$ cat config.mk
export PLATFORM = sky130hd
export DESIGN_NAME = irq_fiq_ctrl
export DESIGN_NICKNAME = d
export VERILOG_FILES = /design/src/rtl/irqc_pkg.sv /design/src/rtl/irqc_wr_decode.sv /design/src/rtl/irqc_setclr_reg.sv /design/src/rtl/irqc_req_out.sv /design/src/rtl/irqc_rd_mux.sv /design/src/rtl/irq_fiq_ctrl.sv
export SDC_FILE = /design/constraint.sdc
export NUM_CORES = 1
export LEC_CHECK = 0
export ABC_AREA = 1
export ABC_CLOCK_PERIOD_IN_PS = 2700
export BUFFER_PORTS_ARGS = -buffer_cell sky130_fd_sc_hd__clkbuf_2
export CORE_AREA = 2 2 162 101
export CTS_BUF_LIST = sky130_fd_sc_hd__clkbuf_4
export CTS_CLUSTER_DIAMETER = 200
export CTS_CLUSTER_SIZE = 8
export DETAILED_ROUTE_END_ITERATION = 16
export DIE_AREA = 0 0 164 103
export GPL_ROUTABILITY_DRIVEN = 0
export PLACE_DENSITY = 0.77
export SYNTH_ARGS = -nofsm -noshare
export SYNTH_HDL_FRONTEND = slang
export SYNTH_HIERARCHICAL = 1
export SYNTH_SLANG_ARGS = --single-unit
$ cat constraint.sdc
create_clock -name clk -period 2.7 [get_ports clk]
set_input_delay 0.135 -clock clk [delete_from_list [all_inputs] [get_ports clk]]
set_output_delay 0.135 -clock clk [all_outputs]
set_load 0.02 [all_outputs]
$ cat src/rtl/irqc_pkg.sv
// Package irqc_pkg
// Register offsets and the write-strobe bundle shared by the controller's
// sub-blocks. Offsets are byte offsets. Only word-aligned values are decoded.
package irqc_pkg;

    localparam logic [7:0] OFS_IRQ_MSK  = 8'h00;  // read: raw & normal enable
    localparam logic [7:0] OFS_RAW      = 8'h04;  // read: raw status
    localparam logic [7:0] OFS_IRQ_SET  = 8'h08;  // write: set normal enables
    localparam logic [7:0] OFS_IRQ_CLR  = 8'h0C;  // write: clear normal enables
    localparam logic [7:0] OFS_SW_SET   = 8'h10;  // write: set software bits
    localparam logic [7:0] OFS_SW_CLR   = 8'h14;  // write: clear software bits
    localparam logic [7:0] OFS_FIQ_MSK  = 8'h20;  // read: raw & fast enable; write: pass-through word
    localparam logic [7:0] OFS_FIQ_RAW  = 8'h24;  // read: raw status
    localparam logic [7:0] OFS_FIQ_SET  = 8'h28;  // read: fast enable; write: set fast enables
    localparam logic [7:0] OFS_FIQ_CLR  = 8'h2C;  // write: clear fast enables

    // One strobe per write action, at most one high in any cycle.
    typedef struct packed {
        logic irq_set;
        logic irq_clr;
        logic sw_set;
        logic sw_clr;
        logic fiq_set;
        logic fiq_clr;
        logic pass_load;
    } wr_strobe_t;

endpackage

$ cat src/rtl/irqc_wr_decode.sv
// Module irqc_wr_decode
// Turns a bus write into one action strobe. Assumes bus_addr is a byte
// offset at least 6 bits wide. The pass-through load strobe only exists when
// SECONDARY is set, so in a primary build offset 0x20 is read-only.
module irqc_wr_decode #(
    parameter int unsigned ADDR_W    = 8,
    parameter bit          SECONDARY = 1'b1
) (
    input  logic [ADDR_W-1:0]   bus_addr,
    input  logic                bus_we,
    output irqc_pkg::wr_strobe_t strobe
);
    import irqc_pkg::*;

    // Compare the full offset so unaligned and aliased addresses miss.
    function automatic logic hit(input logic [ADDR_W-1:0] a, input logic [7:0] ofs);
        return a == ADDR_W'(ofs);
    endfunction

    // Decode the set and clear actions that every build carries.
    always_comb begin
        strobe.irq_set = bus_we && hit(bus_addr, OFS_IRQ_SET);
        strobe.irq_clr = bus_we && hit(bus_addr, OFS_IRQ_CLR);
        strobe.sw_set  = bus_we && hit(bus_addr, OFS_SW_SET);
        strobe.sw_clr  = bus_we && hit(bus_addr, OFS_SW_CLR);
        strobe.fiq_set = bus_we && hit(bus_addr, OFS_FIQ_SET);
        strobe.fiq_clr = bus_we && hit(bus_addr, OFS_FIQ_CLR);
    end

    generate
        if (SECONDARY) begin : g_pass_dec
            // Secondary build: 0x20 doubles as the pass-through load address.
            assign strobe.pass_load = bus_we && hit(bus_addr, OFS_FIQ_MSK);
        end else begin : g_no_pass_dec
            // Primary build: no pass-through register to load.
            assign strobe.pass_load = 1'b0;
        end
    endgenerate

endmodule

$ cat src/rtl/irqc_setclr_reg.sv
// Module irqc_setclr_reg
// A register word changed only through write-one-to-set and
// write-one-to-clear strobes. Assumes the two strobes are never high
// together; set wins if they are.
module irqc_setclr_reg #(
    parameter int unsigned W = 32
) (
    input  logic         clk,
    input  logic         rst_n,
    input  logic         set_en,
    input  logic         clr_en,
    input  logic [W-1:0] wmask,
    output logic [W-1:0] q
);

    // Update only the bits that are one in wmask; reset to all zeros.
    always_ff @(posedge clk) begin
        if (!rst_n) begin
            q <= '0;
        end else if (set_en) begin
            q <= q | wmask;
        end else if (clr_en) begin
            q <= q & ~wmask;
        end
    end

endmodule

$ cat src/rtl/irqc_req_out.sv
// Module irqc_req_out
// Masks the shared raw status with one enable word and registers the OR of
// the result as a level request. Assumes raw is already gated by the valid
// mask. The status output is combinational, for the read path.
module irqc_req_out #(
    parameter int unsigned W = 32
) (
    input  logic         clk,
    input  logic         rst_n,
    input  logic [W-1:0] raw,
    input  logic [W-1:0] enable,
    output logic [W-1:0] status,
    output logic         req
);

    // Masked status for this output.
    assign status = raw & enable;

    // Register the request so it changes one edge after its cause.
    always_ff @(posedge clk) begin
        if (!rst_n) begin
            req <= 1'b0;
        end else begin
            req <= |status;
        end
    end

endmodule

$ cat src/rtl/irqc_rd_mux.sv
// Module irqc_rd_mux
// Combinational read-data select by byte offset. Offsets that are not
// readable, including unaligned ones, return zero.
module irqc_rd_mux #(
    parameter int unsigned ADDR_W = 8,
    parameter int unsigned W      = 32
) (
    input  logic [ADDR_W-1:0] bus_addr,
    input  logic [W-1:0]      raw,
    input  logic [W-1:0]      irq_status,
    input  logic [W-1:0]      fiq_status,
    input  logic [W-1:0]      fiq_enable,
    output logic [W-1:0]      rdata
);
    import irqc_pkg::*;

    // Select the readable word that matches the offset exactly.
    always_comb begin
        rdata = '0;
        if (bus_addr == ADDR_W'(OFS_IRQ_MSK))      rdata = irq_status;
        else if (bus_addr == ADDR_W'(OFS_RAW))     rdata = raw;
        else if (bus_addr == ADDR_W'(OFS_FIQ_MSK)) rdata = fiq_status;
        else if (bus_addr == ADDR_W'(OFS_FIQ_RAW)) rdata = raw;
        else if (bus_addr == ADDR_W'(OFS_FIQ_SET)) rdata = fiq_enable;
    end

endmodule

$ cat src/rtl/irq_fiq_ctrl.sv
// Module irq_fiq_ctrl
// Level-sensitive interrupt controller with two registered requests that
// share one raw status word. Assumes source inputs are synchronous to clk.
// VALID_MASK removes non-existent source positions. SECONDARY adds the
// pass-through word and its combinational output bus.
module irq_fiq_ctrl #(
    parameter int unsigned NSRC       = 32,
    parameter int unsigned ADDR_W     = 8,
    parameter logic [NSRC-1:0] VALID_MASK = '1,
    parameter bit          SECONDARY  = 1'b1
) (
    input  logic              clk,
    input  logic              rst_n,
    input  logic [ADDR_W-1:0] bus_addr,
    input  logic              bus_we,
    input  logic [NSRC-1:0]   bus_wdata,
    output logic [NSRC-1:0]   bus_rdata,
    input  logic [NSRC-1:0]   src_in,
    output logic              irq_o,
    output logic              fiq_o,
    output logic [NSRC-1:0]   pass_o
);
    import irqc_pkg::*;

    wr_strobe_t      strobe;
    logic [NSRC-1:0] irq_en;
    logic [NSRC-1:0] fiq_en;
    logic [NSRC-1:0] sw_pend;
    logic [NSRC-1:0] pass_en;
    logic [NSRC-1:0] raw;
    logic [NSRC-1:0] irq_sts;
    logic [NSRC-1:0] fiq_sts;

    irqc_wr_decode #(.ADDR_W(ADDR_W), .SECONDARY(SECONDARY)) u_dec (
        .bus_addr (bus_addr),
        .bus_we   (bus_we),
        .strobe   (strobe)
    );

    irqc_setclr_reg #(.W(NSRC)) u_irq_en (
        .clk (clk), .rst_n (rst_n),
        .set_en (strobe.irq_set), .clr_en (strobe.irq_clr),
        .wmask (bus_wdata), .q (irq_en)
    );

    irqc_setclr_reg #(.W(NSRC)) u_fiq_en (
        .clk (clk), .rst_n (rst_n),
        .set_en (strobe.fiq_set), .clr_en (strobe.fiq_clr),
        .wmask (bus_wdata), .q (fiq_en)
    );

    irqc_setclr_reg #(.W(NSRC)) u_sw (
        .clk (clk), .rst_n (rst_n),
        .set_en (strobe.sw_set), .clr_en (strobe.sw_clr),
        .wmask (bus_wdata), .q (sw_pend)
    );

    // Shared raw status: hardware level OR software bit, valid positions only.
    assign raw = (src_in | sw_pend) & VALID_MASK;

    irqc_req_out #(.W(NSRC)) u_irq_out (
        .clk (clk), .rst_n (rst_n),
        .raw (raw), .enable (irq_en),
        .status (irq_sts), .req (irq_o)
    );

    irqc_req_out #(.W(NSRC)) u_fiq_out (
        .clk (clk), .rst_n (rst_n),
        .raw (raw), .enable (fiq_en),
        .status (fiq_sts), .req (fiq_o)
    );

    generate
        if (SECONDARY) begin : g_pass
            // Load the whole pass-through word on a write to its offset.
            always_ff @(posedge clk) begin
                if (!rst_n) begin
                    pass_en <= '0;
                end else if (strobe.pass_load) begin
                    pass_en <= bus_wdata;
                end
            end
        end else begin : g_no_pass
            assign pass_en = '0;
        end
    endgenerate

    // Direct forwarding of valid source lines, bypassing both masks.
    assign pass_o = src_in & VALID_MASK & pass_en;

    irqc_rd_mux #(.ADDR_W(ADDR_W), .W(NSRC)) u_rd (
        .bus_addr   (bus_addr),
        .raw        (raw),
        .irq_status (irq_sts),
        .fiq_status (fiq_sts),
        .fiq_enable (fiq_en),
        .rdata      (bus_rdata)
    );

endmodule

# Word level (Yosys, flattened, before mapping)
# Index checks and enable logic that the tools add are counted.
dict set report word_totals {
  ff_bits 130
  in_bits 75
  output_inout_bits 66
  word_cells 50
}
dict set report classes {
  eq_ne 9
  mux 11
  n_bitwise 11
  reduce_logical 13
}
# operator count
set ops {}
lappend ops {{$mux 32} 11}
lappend ops {{$and 32x32->32} 6}
lappend ops {{$or 32x32->32} 4}
lappend ops {{$reduce_or 32->1} 2}
lappend ops {{$eq 8x6->1 const B} 4}
lappend ops {{$not 32->32} 1}
lappend ops {{$eq 8x4->1 const B} 2}
lappend ops {{$eq 8x5->1 const B} 2}
lappend ops {{$eq 8x3->1 const B} 1}
lappend ops {{$logic_not 8->1} 1}
lappend ops {{$logic_and 1x1->1} 7}
lappend ops {{$reduce_bool 2->1} 3}

# Longest topological paths before layout
# Gate-level depths: netlist of run 1.
dict set report depth {
  ltp_word 6
  ltp_mapped 11
  ltp_nobuf 9
}

# Hierarchy
# Netlist of run 1, hierarchy kept.
# module n_inst cells_per_inst area_each_um2 seq_area_each_um2
set by_module_without_submodules {}
lappend by_module_without_submodules {irqc_setclr_reg 3 170 1348.8 640.6}
lappend by_module_without_submodules {irq_fiq_ctrl 1 298 1924.3 640.6}
lappend by_module_without_submodules {irqc_rd_mux 1 307 1430.1 0.0}
lappend by_module_without_submodules {irqc_req_out 2 97 381.6 20.0}
lappend by_module_without_submodules {irqc_wr_decode 1 28 123.9 0.0}

# Worst setup path after synthesis of run 1
# OpenSTA, ideal clock, no wires.
dict set report synth_timing {
  path_type {input to output}
  start {in bus_addr[7]}
  end {out bus_rdata[25]}
  t_arrival_ns 1.129
  t_required_ns 2.565
  slack_ns 1.436
  stages 6
  n_path_buf 1
  cell_sequence {nor2_2 -> nand3_2 -> nor2_4 -> buf_4 -> a21oi_1 -> a21oi_1}
}
dict set report synth_between {
  elab_chain_cells 6
  word_cells_on_any_way 10
  cone_classes {eq/ne: 4; mux: 5; reduce/logical: 1}
}
# item line
set synth_lines {}
lappend synth_lines {{start, declared} irq_fiq_ctrl.sv:14} ;# input logic [ADDR_W-1:0] bus_addr,
lappend synth_lines {{$eq 8x6->1} irqc_rd_mux.sv:24} ;# else if (bus_addr == ADDR_W'(OFS_FIQ_SET)) rdata = fiq_enable;
lappend synth_lines {{$mux 32} irqc_rd_mux.sv:24}
lappend synth_lines {{$mux 32} irqc_rd_mux.sv:23} ;# else if (bus_addr == ADDR_W'(OFS_FIQ_RAW)) rdata = raw;
lappend synth_lines {{$mux 32} irqc_rd_mux.sv:22} ;# else if (bus_addr == ADDR_W'(OFS_FIQ_MSK)) rdata = fiq_status;
lappend synth_lines {{$mux 32} irqc_rd_mux.sv:21} ;# else if (bus_addr == ADDR_W'(OFS_RAW)) rdata = raw;
lappend synth_lines {{$mux 32 (*)} irqc_rd_mux.sv:20} ;# if (bus_addr == ADDR_W'(OFS_IRQ_MSK)) rdata = irq_status;
lappend synth_lines {{end, declared} irq_fiq_ctrl.sv:17} ;# output logic [NSRC-1:0] bus_rdata,
# Every way passes the cells marked *; elsewhere a longest branch is shown, timed or not.

==> impl_metrics.json, run 1 <==
{
  "outcome": "completed",
  "p_per_area_mw_per_mm2": 379,
  "slew_viol_final": 0,
  "nNetsFinal": 1577,
  "synthMostInstantiatedCell": "nand2_1",
  "syn-num-nets": 1412,
  "ioPinCount": 141,
  "max_freq_mhz": 495,
  "cp_cell_sequence": "or2_2 > nand2_1 > inv_1 > nand2_1 > nand2_1 > nor2_1 > o21ai_1 > clkbuf_2",
  "finalCritPeriodShare_pct": 74.8,
  "dieHeight_microns": 103,
  "hold_path.class": "in -> reg",
  "synth_area_per_cell_sq_um": 6.20,
  "clkSinkCount": 130,
  "dieArea_sq_mm": 0.0169,
  "top_usage_layer": "met2",
  "synthCells": 1337,
  "start_util_pct": 53.0,
  "synth_edf_count": 0,
  "yosysTopAreaCell": "dfxtp_1",
  "holdPathStages": 5,
  "antenna_cells": 0,
  "wire_per_inst_microns": 13.6,
  "antenna_found_initial": 0,
  "drv_cap": 0,
  "crit_buf_inv": 2,
  "grt_pass1_wl_microns": 37100,
  "ctsHtreeMaxLevel": 4,
  "slowest_stage": "or2_2",
  "clk_latency_ps": 550,
  "cts_tree": "built",
  "met2_usage_pct": 45.5,
  "cts-buffers-inserted": 17,
  "dp_hpwl_microns": 16100,
  "vias_per_cell": 4.92,
  "synth-seq-cells": 130,
  "routed_wl_microns": 23400,
  "synth_top_area_share_pct": 31.4,
  "syn_area_sq_mm": 0.00829,
  "yosys.cell_types.count": 22,
  "postLayoutCoreUtil_pct": 61.6,
  "ant_nets": 0,
  "slew_headroom_pct": 32.6,
  "design_area_sq_mm": 0.00964,
  "yosys-top-cells-area": "dfxtp_1 31%, nand2_1 29%, a21oi_2 9.5%",
  "critPathArrivalTime_ps": 1880,
  "std_cell_rows": 36,
  "die_w_microns": 164,
  "crit_fanout": 4,
  "tightestPinTransition_ps": 1010,
  "drc": 0,
  "slowest_delay_ps": 340,
  "rsz0062_at_grt": "false",
  "grt_use_met1_pct": 38.3,
  "async_reset_ff_share_pct": 0,
  "clk_pin_slew_ps": 140,
  "drt_first_pass_iters": 8,
  "syn_to_final_growth_pct": 16.3,
  "drt_iter0_markers": 652,
  "path_depth": 8,
  "total_power_mw": 3.65,
  "cpLargestDelayFamily": "simple AND/OR/NAND/NOR gates",
  "worstSetupStartpointType": "flop",
  "setup_viol": 0,
  "rr_worst_depth": 7,
  "holdWs_ps": 78.4,
  "max-clock-path-buffers": 2,
  "setup.worst_path.class": "reg -> out",
  "post_dp_cell_area_sq_mm": 0.00903,
  "grt.overflow.total": 0,
  "peakVddDrop_uv": 266,
  "ys_seq_area_share_pct": 31.4,
  "synth_ff_type": "dfxtp_1",
  "grt_max_degree": 37,
  "grt_pass1_vias": 7541,
  "drive_above_1_share_pct": 27.1,
  "core_area_sq_mm": 0.0156,
  "ctsResizeCount": 0,
  "synth_common_cells": "645 x nand2_1, 177 x inv_1, 130 x dfxtp_1",
  "cts_setup_buffers": 0,
  "hold_violations": 0,
  "root_buffer": "clkbuf_4",
  "critPathRequiredTime_ps": 2570,
  "port_buffers": 140,
  "yosys_warnings": 6,
  "track_usage_pct": 28.2,
  "worstHoldStart": "bus_we",
  "post-route-min-period_ps": 2020,
  "hold_buffers": 32,
  "p_leak_nw": 4.78,
  "end_kind": "output port",
  "skew_ps": 16.8,
  "setup_tns_ps": 0,
  "use_met3_pct": 5.23,
  "cpMostUsedCell": "nand2_1",
  "vias": 8488,
  "fillers": 1479
}
## layout by cell type, fill, tap and decap left out, drive strengths merged
master       instances
clkinvlp             3
a21oi              104
dlygate4sd3         32
clkbuf             161
buf                 26
or2                 32
nand4               29
nand3               14
dfxtp              130
nand2              681
bufinv               2
nor2               112
inv                181
clkinv               6
o21ai                2
## metal layers
metal,up-vias,wire length [microns]
met5,-,0
met4,0,381
met3,33,2260
met2,362,10000
met1,3764,10700
li1,4329,-
## logic make-up after synthesis
family / after synthesis / share of synthesized area, %
AND/OR/NAND/NOR: 868 / 44.4
flip-flops: 130 / 31.4
buffers and inverters: 233 / 13.7
AO/OA/AOI/OAI: 106 / 10.5
## area by class of cell
class	instances	area, sq um	share of cell area, %
multi-input cells	974	4570	47.5
well taps	209	262	2.71
flip-flops and latches	130	2600	27.0
inverters	181	679	7.05
clock buffers	21	158	1.64
repair buffers	198	1230	12.8
clock inverters	11	131	1.36
## per-stage QoR
stage / instances / setup WS [ps]
5_1_grt: 1724 / 574
6_report: 1724 / 682
3_3_place_gp: 1660 / 866
2_1_floorplan: 1337 / 1440
3_5_place_dp: 1660 / 863
4_1_cts: 1724 / 672
## path summary, 6_finish.rpt
kind | endpoint | slack, ps
hold reg to reg | flop | 460
setup reg to reg | u_irq_out/req | 1190
setup / recovery | bus_rdata[29] | 680
hold / removal | flop | 80
## worst register-to-register path: stages, from the launching register on
cell     delay, ps
dfxtp_1        340
or2_2          320
nand2_1        120
nand2_1         60
nor2_1         150
nand2_1         80
nor2_1         210
a21oi_1        120
## power breakdown
part | leakage (nW) | switching [mW] | internal, mW
clock network | 0.151 | 0.799 | 0.598
logic | 3.58 | 0.215 | 0.119
registers | 1.05 | 0.00177 | 1.92
total | 4.78 | 1.02 | 2.64
Note: power is estimated with default switching activity, not from simulation.
==> inputs of run 2 (changes only) <==
--- a/config.mk
+++ b/config.mk
@@ -5,17 +5,17 @@
 export SDC_FILE = /design/constraint.sdc
 export NUM_CORES = 1
 export LEC_CHECK = 0
-export ABC_AREA = 1
-export ABC_CLOCK_PERIOD_IN_PS = 2700
+export ABC_AREA = 0
+export ABC_CLOCK_PERIOD_IN_PS = 1900
 export BUFFER_PORTS_ARGS = -buffer_cell sky130_fd_sc_hd__clkbuf_2
-export CORE_AREA = 2 2 162 101
+export CORE_AREA = 2 2 157 98
 export CTS_BUF_LIST = sky130_fd_sc_hd__clkbuf_4
 export CTS_CLUSTER_DIAMETER = 200
 export CTS_CLUSTER_SIZE = 8
 export DETAILED_ROUTE_END_ITERATION = 16
-export DIE_AREA = 0 0 164 103
+export DIE_AREA = 0 0 159 100
 export GPL_ROUTABILITY_DRIVEN = 0
-export PLACE_DENSITY = 0.77
+export PLACE_DENSITY = 0.78
 export SYNTH_ARGS = -nofsm -noshare
 export SYNTH_HDL_FRONTEND = slang
 export SYNTH_HIERARCHICAL = 1
==> constraint.sdc (replaced) <==
create_clock -name clk -period 1.9 [get_ports clk]
set_input_delay 0.095 -clock clk [delete_from_list [all_inputs] [get_ports clk]]
set_output_delay 0.095 -clock clk [all_outputs]
set_load 0.02 [all_outputs]
==> run 2 against run 1 <==
The flow now finishes with violations (negative setup slack); sequential cell count did not move; routed wire length rose by 3.7%; design area rose by 7.1%; register-to-register slack got worse by 1500 ps; critical endpoint is now u_fiq_out/req; critical path depth fell by 3; setup slack got worse by 1000 ps; via count fell by 9.6%; synthesized cell count fell by 32%.
==> impl_metrics.json, run 2 <==
{
  "synth_area_per_cell_sq_um": 8.53,
  "post-route-min-period_ps": 2220,
  "final_common_cell": "nand2_1",
  "violations": "negative setup slack",
  "ioPinCount": 141,
  "synth-xor-area-share_pct": 0,
  "final-seq-area_sq_mm": 0.00265,
  "post_dp_cell_area_sq_mm": 0.00885,
  "ant_nets": 0,
  "tightestPinTransition_ps": 564,
  "sequentialPowerShare_pct": 51.7,
  "grt_max_degree": 69,
  "power.switching_mw": 1.51,
  "outcome": "complete, but fails checks",
  "syn-num-nets": 990,
  "clk_latency_ps": 550,
  "instances_no_fill": 1311,
  "die_w_microns": 159,
  "yosys-top-cells-area": "dfxtp_1 33%, a31o_1 10%, and3_1 7.8%",
  "root_buffer": "clkbuf_4",
  "slew_headroom_pct": 62.4,
  "grt_pass1_vias": 7004,
  "cts-buffers-inserted": 17,
  "nNetsFinal": 1169,
  "max-clock-path-buffers": 2,
  "cts_tree": "built",
  "synth_top_area_share_pct": 33.3,
  "place_inst": 1246,
  "vias": 7673,
  "synthAdderAreaFrac_pct": 0,
  "synthCells": 915,
  "p_int_mw": 3.77,
  "setup.worst_path.class": "reg -> reg",
  "multi_input_area_sq_mm": 0.00526,
  "synth_ff_type": "dfxtp_1",
  "dieArea_sq_mm": 0.0159,
  "yosysTopAreaCell": "dfxtp_1",
  "setup_viol": 7,
  "holdWs_ps": 71.5,
  "dpl_worst_slack_ps": -317,
  "wire_per_inst_microns": 18.5,
  "ys_seq_area_share_pct": 33.3,
  "setup_tns_ps": -1130,
  "start_util_pct": 53.0,
  "ctsHtreeMaxLevel": 4,
  "rr_worst_depth": 5,
  "syn_to_final_growth_pct": 32.2,
  "track_usage_pct": 29.1,
  "synthMostInstantiatedCell": "dfxtp_1",
  "synth.area.mux_share_pct": 5.19,
  "end_kind": "flop",
  "synth_compound_area_share_pct": 19.8,
  "core_area_sq_mm": 0.0147,
  "synth_common_cells": "130 x dfxtp_1, 128 x nand2_1, 97 x and3_1",
  "rsz0062_at_grt": "true",
  "dieHeight_microns": 100,
  "async_reset_ff_share_pct": 0,
  "pwr-share-clk_pct": 37.0,
  "grt.overflow.total": 0,
  "clk_pin_slew_ps": 140,
  "synth-seq-cells": 130,
  "finalCritPeriodShare_pct": 117,
  "routed_wl_microns": 24200,
  "worstHoldStart": "rst_n",
  "port_buffers": 140,
  "yosys.cell_types.count": 33,
  "peakVddDrop_uv": 345,
  "switching_share_pct": 28.6,
  "max_freq_mhz": 451,
  "worstSetupStartpointType": "flop",
  "yosys_warnings": 6,
  "skew_ps": 25.7,
  "drt_first_pass_iters": 5,
  "critPathRequiredTime_ps": 2330,
  "antenna_found_initial": 0,
  "slew_viol_final": 0,
  "p_leak_nw": 4.38,
  "hold_path.class": "in -> reg",
  "synth-simple-area-share_pct": 33.5,
  "drt_iter0_markers": 820,
  "clkSinkCount": 130,
  "total_power_mw": 5.28,
  "drive_above_1_share_pct": 39.0,
  "std_cell_rows": 35,
  "holdPathStages": 2,
  "critPathArrivalTime_ps": 2650,
  "synth_top_family_by_area": "simple AND/OR/NAND/NOR gates",
  "synth_edf_count": 0,
  "postLayoutCoreUtil_pct": 70.1,
  "layout_setup_ws_ps": -318,
  "hold_violations": 0,
  "vias_per_cell": 5.85,
  "dp_hpwl_microns": 15600,
  "p_per_area_mw_per_mm2": 512,
  "design_area_sq_mm": 0.0103,
  "fillers": 1100,
  "crit_fanout": 3,
  "grt_pass1_wl_microns": 37100,
  "drc": 0,
  "comb_power_share_pct": 11.3,
  "drv_cap": 0,
  "syn_area_sq_mm": 0.00780,
  "mostFrequentLayoutCells": "128 x nand2_1, 110 x clkbuf_2, 97 x and3_1"
}
==> run 2: cell types whose count changed in the layout (fill, tap and decap cells not counted), sizes merged, moves of 29 or more <==
cell    change
nand2     -553
inv       -147
nor2      -110
a21oi     -104
and3       +97
a31o       +96
and2       +96
buf        +45
mux2i      +36
nor2b      +33
o21ai      +30
nand2b     +29
==> run 2: path summary, 6_finish.rpt <==
kind	end	slack, ps
setup / recovery	u_fiq_out/req	-320
hold / removal	pass_en[22]	70
setup reg to reg	u_fiq_out/req	-320
hold reg to reg	flop	480
==> run 2: cell families after synthesis <==
family                 Yosys count
AO/OA/AOI/OAI                  190
flip-flops                     130
AND/OR/NAND/NOR                456
buffers and inverters           99
multiplexers                    40
==> run 2: power groups by stage <==
stage	clock, mW	combinational [mW]	sequential (mW)
after global placement	0	0.452	2.79
final	1.96	0.597	2.73
after global routing	2.11	0.635	2.73
after CTS	1.99	0.550	2.73
after detailed placement	0	0.462	2.79
after floorplan	0	0.260	2.79
==> run 2: cell type report <==
cell class | count | share of cell area [%]
multi-input combinational | 686 | 51.0
antenna | 1 | 0.0243
tap | 203 | 2.46
inverter | 30 | 1.09
timing repair buffer | 229 | 17.1
clock inverter | 15 | 1.50
clock buffer | 17 | 1.24
sequential | 130 | 25.7
==> run 2: what timing repair did <==
action	CTS	global route
setup buffers	1	1
hold buffers	32	0
gates resized for setup	159	92
hold endpoints to repair	128	0
pin swaps	45	29
setup endpoints to repair	30	30
==> run 2: per-layer routing <==
metal	routed length, microns	global-route usage, %
met4	287	7.34
met5	0	0
met1	10900	41.5
met2	10900	45.4
met3	2180	5.74
==> run 2: worst max-delay path, cell delays in order (launching register included) <==
cell and delay (ps):
dfxtp_2 340, or2_4 230, and2_4 160, or4_4 530, or4_4 420, o41a_1 420
